$ cat config.mk
export PLATFORM = sky130hd
export DESIGN_NAME = swj_mode_detect
export DESIGN_NICKNAME = d
export VERILOG_FILES = /design/src/rtl/swj_pkg.sv /design/src/rtl/swj_run_counter.sv /design/src/rtl/swj_seq_capture.sv /design/src/rtl/swj_mode_detect.sv
export SDC_FILE = /design/constraint.sdc
export NUM_CORES = 1
export LEC_CHECK = 0
export BUFFER_PORTS_ARGS = -buffer_cell sky130_fd_sc_hd__buf_2
export CAP_MARGIN = 15
export CORE_ASPECT_RATIO = 1.4
export CORE_UTILIZATION = 40
export CTS_CLUSTER_DIAMETER = 30
export DETAILED_ROUTE_END_ITERATION = 10
export GPL_TIMING_DRIVEN = 0
export REMOVE_ABC_BUFFERS = 1
export SLEW_MARGIN = 20
export SYNTH_ARGS = -nofsm -noshare
export SYNTH_HDL_FRONTEND = slang
export SYNTH_SLANG_ARGS = --single-unit
$ cat constraint.sdc
create_clock -name clk_i -period 2.2 [get_ports clk_i]
set_input_delay 0.44 -clock clk_i [delete_from_list [all_inputs] [get_ports clk_i]]
set_output_delay 0.44 -clock clk_i [all_outputs]
set_load 0.01 [all_outputs]
$ cat src/rtl/swj_pkg.sv
package swj_pkg;
  typedef enum logic {
    MODE_JTAG = 1'b0,
    MODE_SWD  = 1'b1
  } port_mode_e;

  localparam int unsigned SEQ_W = 16;

  localparam logic [SEQ_W-1:0] CODE_TO_JTAG     = 16'hE73C;
  localparam logic [SEQ_W-1:0] CODE_TO_JTAG_OLD = 16'hDEAE;
  localparam logic [SEQ_W-1:0] CODE_TO_SWD      = 16'hE79E;
endpackage

$ cat src/rtl/swj_run_counter.sv
module swj_run_counter #(
  parameter int unsigned RUN_LEN = 50
) (
  input  logic clk_i,
  input  logic rst_ni,
  input  logic line_i,
  input  logic hold_i,
  output logic run_done_o
);
  localparam int unsigned CNT_W = $clog2(RUN_LEN + 1);
  localparam logic [CNT_W-1:0] RUN_MAX = CNT_W'(RUN_LEN);

  logic [CNT_W-1:0] cnt_q;

  always_ff @(posedge clk_i or negedge rst_ni) begin
    if (!rst_ni)                cnt_q <= '0;
    else if (!line_i || hold_i) cnt_q <= '0;
    else if (cnt_q != RUN_MAX)  cnt_q <= cnt_q + 1'b1;
  end

  assign run_done_o = (cnt_q == RUN_MAX);

  assert_run_sat_R2: assert property (@(posedge clk_i) disable iff (!rst_ni)
    cnt_q <= RUN_MAX);

  // once saturated, a further high keeps the run complete
  assert_run_hold_R2: assert property (@(posedge clk_i) disable iff (!rst_ni)
    (run_done_o && line_i && !hold_i) |=> run_done_o);
endmodule

$ cat src/rtl/swj_seq_capture.sv
module swj_seq_capture #(
  parameter int unsigned SEQ_W = 16
) (
  input  logic             clk_i,
  input  logic             rst_ni,
  input  logic             line_i,
  input  logic             run_done_i,
  output logic             busy_o,
  output logic [SEQ_W-1:0] word_o,
  output logic             word_vld_o
);
  localparam int unsigned IDX_W = $clog2(SEQ_W);
  localparam logic [IDX_W-1:0] IDX_LAST = IDX_W'(SEQ_W - 1);

  logic             capt_q;
  logic [IDX_W-1:0] idx_q;
  logic [SEQ_W-1:0] sh_q;
  logic [SEQ_W-1:0] sh_next;

  // LSB-first: newest bit enters at the top
  assign sh_next = {line_i, sh_q[SEQ_W-1:1]};

  always_ff @(posedge clk_i or negedge rst_ni) begin
    if (!rst_ni) begin
      capt_q <= 1'b0;
      idx_q  <= '0;
      sh_q   <= '0;
    end else if (!capt_q) begin
      // window opens on the low bit that ends a complete run
      if (run_done_i && !line_i) begin
        capt_q <= 1'b1;
        idx_q  <= IDX_W'(1);
        sh_q   <= sh_next;
      end
    end else begin
      sh_q <= sh_next;
      if (idx_q == IDX_LAST) begin
        capt_q <= 1'b0;
        idx_q  <= '0;
      end else begin
        idx_q <= idx_q + 1'b1;
      end
    end
  end

  assign busy_o     = capt_q;
  assign word_o     = sh_next;
  assign word_vld_o = capt_q && (idx_q == IDX_LAST);

  assert_start_framed_R7: assert property (@(posedge clk_i) disable iff (!rst_ni)
    (!capt_q && !run_done_i) |=> !capt_q);

  assert_idx_range_R4: assert property (@(posedge clk_i) disable iff (!rst_ni)
    !capt_q |-> (idx_q == '0));
endmodule

$ cat src/rtl/swj_mode_detect.sv
module swj_mode_detect #(
  parameter int unsigned RUN_LEN = 50
) (
  input  logic clk_i,
  input  logic rst_ni,
  input  logic line_i,
  output logic mode_o,
  output logic line_rst_o,
  output logic jtag_rst_o,
  output logic swd_rst_o
);
  import swj_pkg::*;

  logic             run_done;
  logic             capt_busy;
  logic [SEQ_W-1:0] word;
  logic             word_vld;
  logic             hit_jtag;
  logic             hit_swd;
  port_mode_e       mode_q;
  logic             jtag_rst_q;
  logic             swd_rst_q;

  swj_run_counter #(.RUN_LEN(RUN_LEN)) u_run (
    .clk_i      (clk_i),
    .rst_ni     (rst_ni),
    .line_i     (line_i),
    .hold_i     (capt_busy),
    .run_done_o (run_done)
  );

  swj_seq_capture #(.SEQ_W(SEQ_W)) u_capt (
    .clk_i      (clk_i),
    .rst_ni     (rst_ni),
    .line_i     (line_i),
    .run_done_i (run_done),
    .busy_o     (capt_busy),
    .word_o     (word),
    .word_vld_o (word_vld)
  );

  assign hit_jtag = word_vld && ((word == CODE_TO_JTAG) || (word == CODE_TO_JTAG_OLD));
  assign hit_swd  = word_vld && (word == CODE_TO_SWD);

  always_ff @(posedge clk_i or negedge rst_ni) begin
    if (!rst_ni) begin
      mode_q     <= MODE_JTAG;
      jtag_rst_q <= 1'b0;
      swd_rst_q  <= 1'b0;
    end else begin
      jtag_rst_q <= hit_jtag && (mode_q == MODE_SWD);
      swd_rst_q  <= hit_swd  && (mode_q == MODE_JTAG);
      if (hit_jtag)     mode_q <= MODE_JTAG;
      else if (hit_swd) mode_q <= MODE_SWD;
    end
  end

  assign mode_o     = mode_q;
  assign line_rst_o = run_done;
  assign jtag_rst_o = jtag_rst_q;
  assign swd_rst_o  = swd_rst_q;

  assert_low_clears_R3: assert property (@(posedge clk_i) disable iff (!rst_ni)
    !line_i |=> !line_rst_o);

  assert_pulse_onehot_R8: assert property (@(posedge clk_i) disable iff (!rst_ni)
    $onehot0({jtag_rst_o, swd_rst_o}));

  assert_pulse_single_R8: assert property (@(posedge clk_i) disable iff (!rst_ni)
    (jtag_rst_o || swd_rst_o) |=> !(jtag_rst_o || swd_rst_o));

  assert_change_pulse_R8: assert property (@(posedge clk_i) disable iff (!rst_ni)
    (mode_o != $past(mode_o)) |-> (mode_o ? swd_rst_o : jtag_rst_o));

  assert_hold_mode_R9: assert property (@(posedge clk_i) disable iff (!rst_ni)
    !word_vld |=> $stable(mode_o));
endmodule

==> flow_summary.toml <==
[run_status]
outcome = "finished, final reports clean"

[pwr]
power_density_nw_per_um2 = 744
p_leak_nw = 0.704
ir_worst_vdd_mv = 0.356

[clock_network]
clockBufferDepth = 2
ctsHoldBuffers = 0
insertion_delay_ns = 0.28
cts_inserted_buffers = 5
cts.clk_slew.worst_paths_ns = 0.06
cts_tree = "yes"
htreeDepth = 2
post_cts_resized = 0
postCtsSetupRepairBufs = 0
cts-root-buf = "clkbuf_8"
clock-sinks = 29

[timing]
rsz0062_at_grt = "false"
holdWs_ns = 0.183
fin_crit_sh = 0.827
finalWorstSetupSlack_ns = 0.381
slew_headroom = 0.569
finalClockSkew_ns = 0.00469
fin_crit_ns = 1.82
finalSetupViolCount = 0
clock.fmax_mhz = 550
fin_setup_tns_ns = 0
drv_slew = 0
hold_viol = 0
tightest_slew_ns = 0.647

[critical_path]
end_kind = "primary output"
startpoint_type = "flop"
r2r-start = "u_run.cnt_q[0]$_DFFE_PN0P_"
cp.required_ns = 1.76
critPathLaunch = "u_run.cnt_q[0]$_DFFE_PN0P_"
crit_type = "reg2out"
cp.arrival_ns = 1.38
path_max_fanout = 5
reg2reg_depth = 6

[global_routing]
first_global_vias = 887
antenna_found_initial = 0
grt_pass1_wl_mm = 4.11
overflow = 0
grt_use_total = 0.161
grt_max_degree = 30

[synthesis]
syn_area_sq_um = 1340
ys_warn_count = 0
ys_ff_latch = 29
syn_avg_cell_area_sq_um = 12.6
yosysTopAreaCellShare = 0.542
ys_types = 33
ys_top_cells_by_area = "dfrtp_1 (54%), mux2_4 (9.0%), mux2_2 (5.0%)"
synth_cells = 106
ys_seq_area_frac = 0.542
synth_top_area_cell = "dfrtp_1"

[placement]
numPortBuffers = 6
post-place-ws_ns = 0.405
dp_hpwl_mm = 1.52
placed_cell_area_sq_um = 1400
place.gp.congestion = 0.731

[die]
row_count = 24
coreArea_sq_um = 3150
die_h_microns = 70.5
io_pins = 7
start_util = 0.425
die_area_sq_um = 3590
die_w_microns = 50.9

[cells_and_area]
fin_nets = 123
utilization = 0.473
drive_above_1_share = 0.274
antenna_cells = 0
n_fill_cell = 309
stdcell_area_sq_um = 1490
syn2layout_area_growth_pct = 11.2

[drt]
dr.pass1.iters = 4
drtIter0Drc = 9
finalWirelength_mm = 2.26
post-route-drc-count = 0
antenna_left = 0
wire_per_inst_microns = 14.5
vias = 840
avgViaCountPerCell = 5.38

[run]
maxCapViolCount = 0

[hold_path]
hp-class = "in2async"
[final timing paths]
check                      slack (ns)                          end
setup / recovery                 0.38                   line_rst_o
hold / removal                   0.18  u_capt.idx_q[2]$_DFFE_PN0P_
setup reg to reg                 0.40  u_capt.sh_q[11]$_DFFE_PN0P_
hold reg to reg                  0.46          swd_rst_o$_DFF_PN0_
max in group asynchronous        1.59  u_capt.idx_q[0]$_DFFE_PN0P_
min in group clk_i               0.44  u_capt.sh_q[15]$_DFFE_PN0P_
[where the power goes]
| part | internal, mW | switching (mW) | leakage [nW] |
|---|---|---|---|
| Sequential | 0.566 | 0.0363 | 0.390 |
| Combinational | 0.0403 | 0.0394 | 0.270 |
| Clock | 0.247 | 0.180 | 0.0443 |
[stage by stage]
stage / power [mW] / std cells
2_1_floorplan: 0.659 / 104
3_3_place_gp: 0.683 / 149
3_5_place_dp: 0.689 / 149
4_1_cts: 1.13 / 156
5_1_grt: 1.16 / 156
6_report: 1.11 / 156
[cells by family (layout without fill, tap and decap cells)]
kind of cell / Yosys count / after routing / share of synthesized area
DFF: 29 / 29 / 0.542
muxes: 14 / 14 / 0.140
and+or+nand+nor: 32 / 32 / 0.149
adders and majority gates: 3 / 3 / 0.0280
xor gates and xnor gates: 5 / 5 / 0.0327
AOI/OAI and AO/OA: 16 / 16 / 0.0812
buffers and inverters: 7 / 18 / 0.0271
[sequential cells by signal, summed over array words and instances, names as in the netlist]
register / cells
u_capt.sh_q: 15
u_run.cnt_q: 6
u_capt.idx_q: 4
swd_rst_o: 1
u_capt.busy_o: 1
jtag_rst_o: 1
mode_o: 1
[Yosys cell counts]
| cell | n |
|---|---|
| a21oi_1 | 5 |
| nand4_1 | 3 |
| nand3b_1 | 1 |
| and4bb_2 | 1 |
| o22a_1 | 1 |
| o21a_1 | 1 |
| nand3_1 | 4 |
| and3_1 | 1 |
| and3b_1 | 1 |
| nand2_1 | 2 |
| nand4b_1 | 1 |
| ha_1 | 3 |
| and3_4 | 1 |
| mux2_2 | 6 |
| dfrtp_1 | 29 |
| and2_1 | 2 |
| nor4bb_1 | 1 |
| nand4_2 | 1 |
| a211oi_1 | 2 |
| mux2_4 | 8 |
| inv_4 | 1 |
| xor2_1 | 3 |
| xnor2_1 | 2 |
| o21ai_0 | 4 |
| or4_4 | 1 |
| inv_1 | 4 |
| a22o_1 | 2 |
| buf_6 | 1 |
| clkbuf_1 | 1 |
| nand2b_1 | 2 |
| nor2b_1 | 1 |
| a21o_4 | 1 |
| nor2_1 | 9 |
[critical path: stages (launching register included)]
cell	delay (ns)
dfrtp_1	0.40
inv_1	0.10
ha_1	0.17
nand4_2	0.17
inv_4	0.13
buf_2	0.13
[layer usage]
| metal | GRT usage | part of all wire | vias to the layer above |
|---|---|---|---|
| met5 | 0 | 0 | - |
| met4 | 0.102 | 0.023 | 0 |
| met3 | 0.0523 | 0.036 | 4 |
| met2 | 0.254 | 0.53 | 12 |
| met1 | 0.181 | 0.41 | 426 |
| li1 | - | - | 398 |
[cell type report]
class | instances | area, sq um | share of cell area
Timing Repair Buffer | 6 | 30.0 | 0.0202
Multi-Input combinational cell | 70 | 578 | 0.388
Sequential cell | 29 | 726 | 0.487
Tap cell | 39 | 48.8 | 0.0327
Inverter | 5 | 21.3 | 0.0143
Clock buffer | 7 | 86.3 | 0.0579
[layout by cell type, fill, tap and decap left out, drive strengths merged]
cell,count
xor2,3
buf,6
inv,5
nand2,2
xnor2,2
a21oi,5
nor2b,1
nand4,4
nand4b,1
nand3,4
nand3b,1
and3,2
nand2b,2
nor2,9
o21ai,4
o21a,1
and2,2
a211oi,2
dfrtp,29
clkbuf,7
a21o,1
ha,3
or4,1
and3b,1
and4bb,1
mux2,14
o22a,1
a22o,2
nor4bb,1
(Power assumes the default switching activity.)
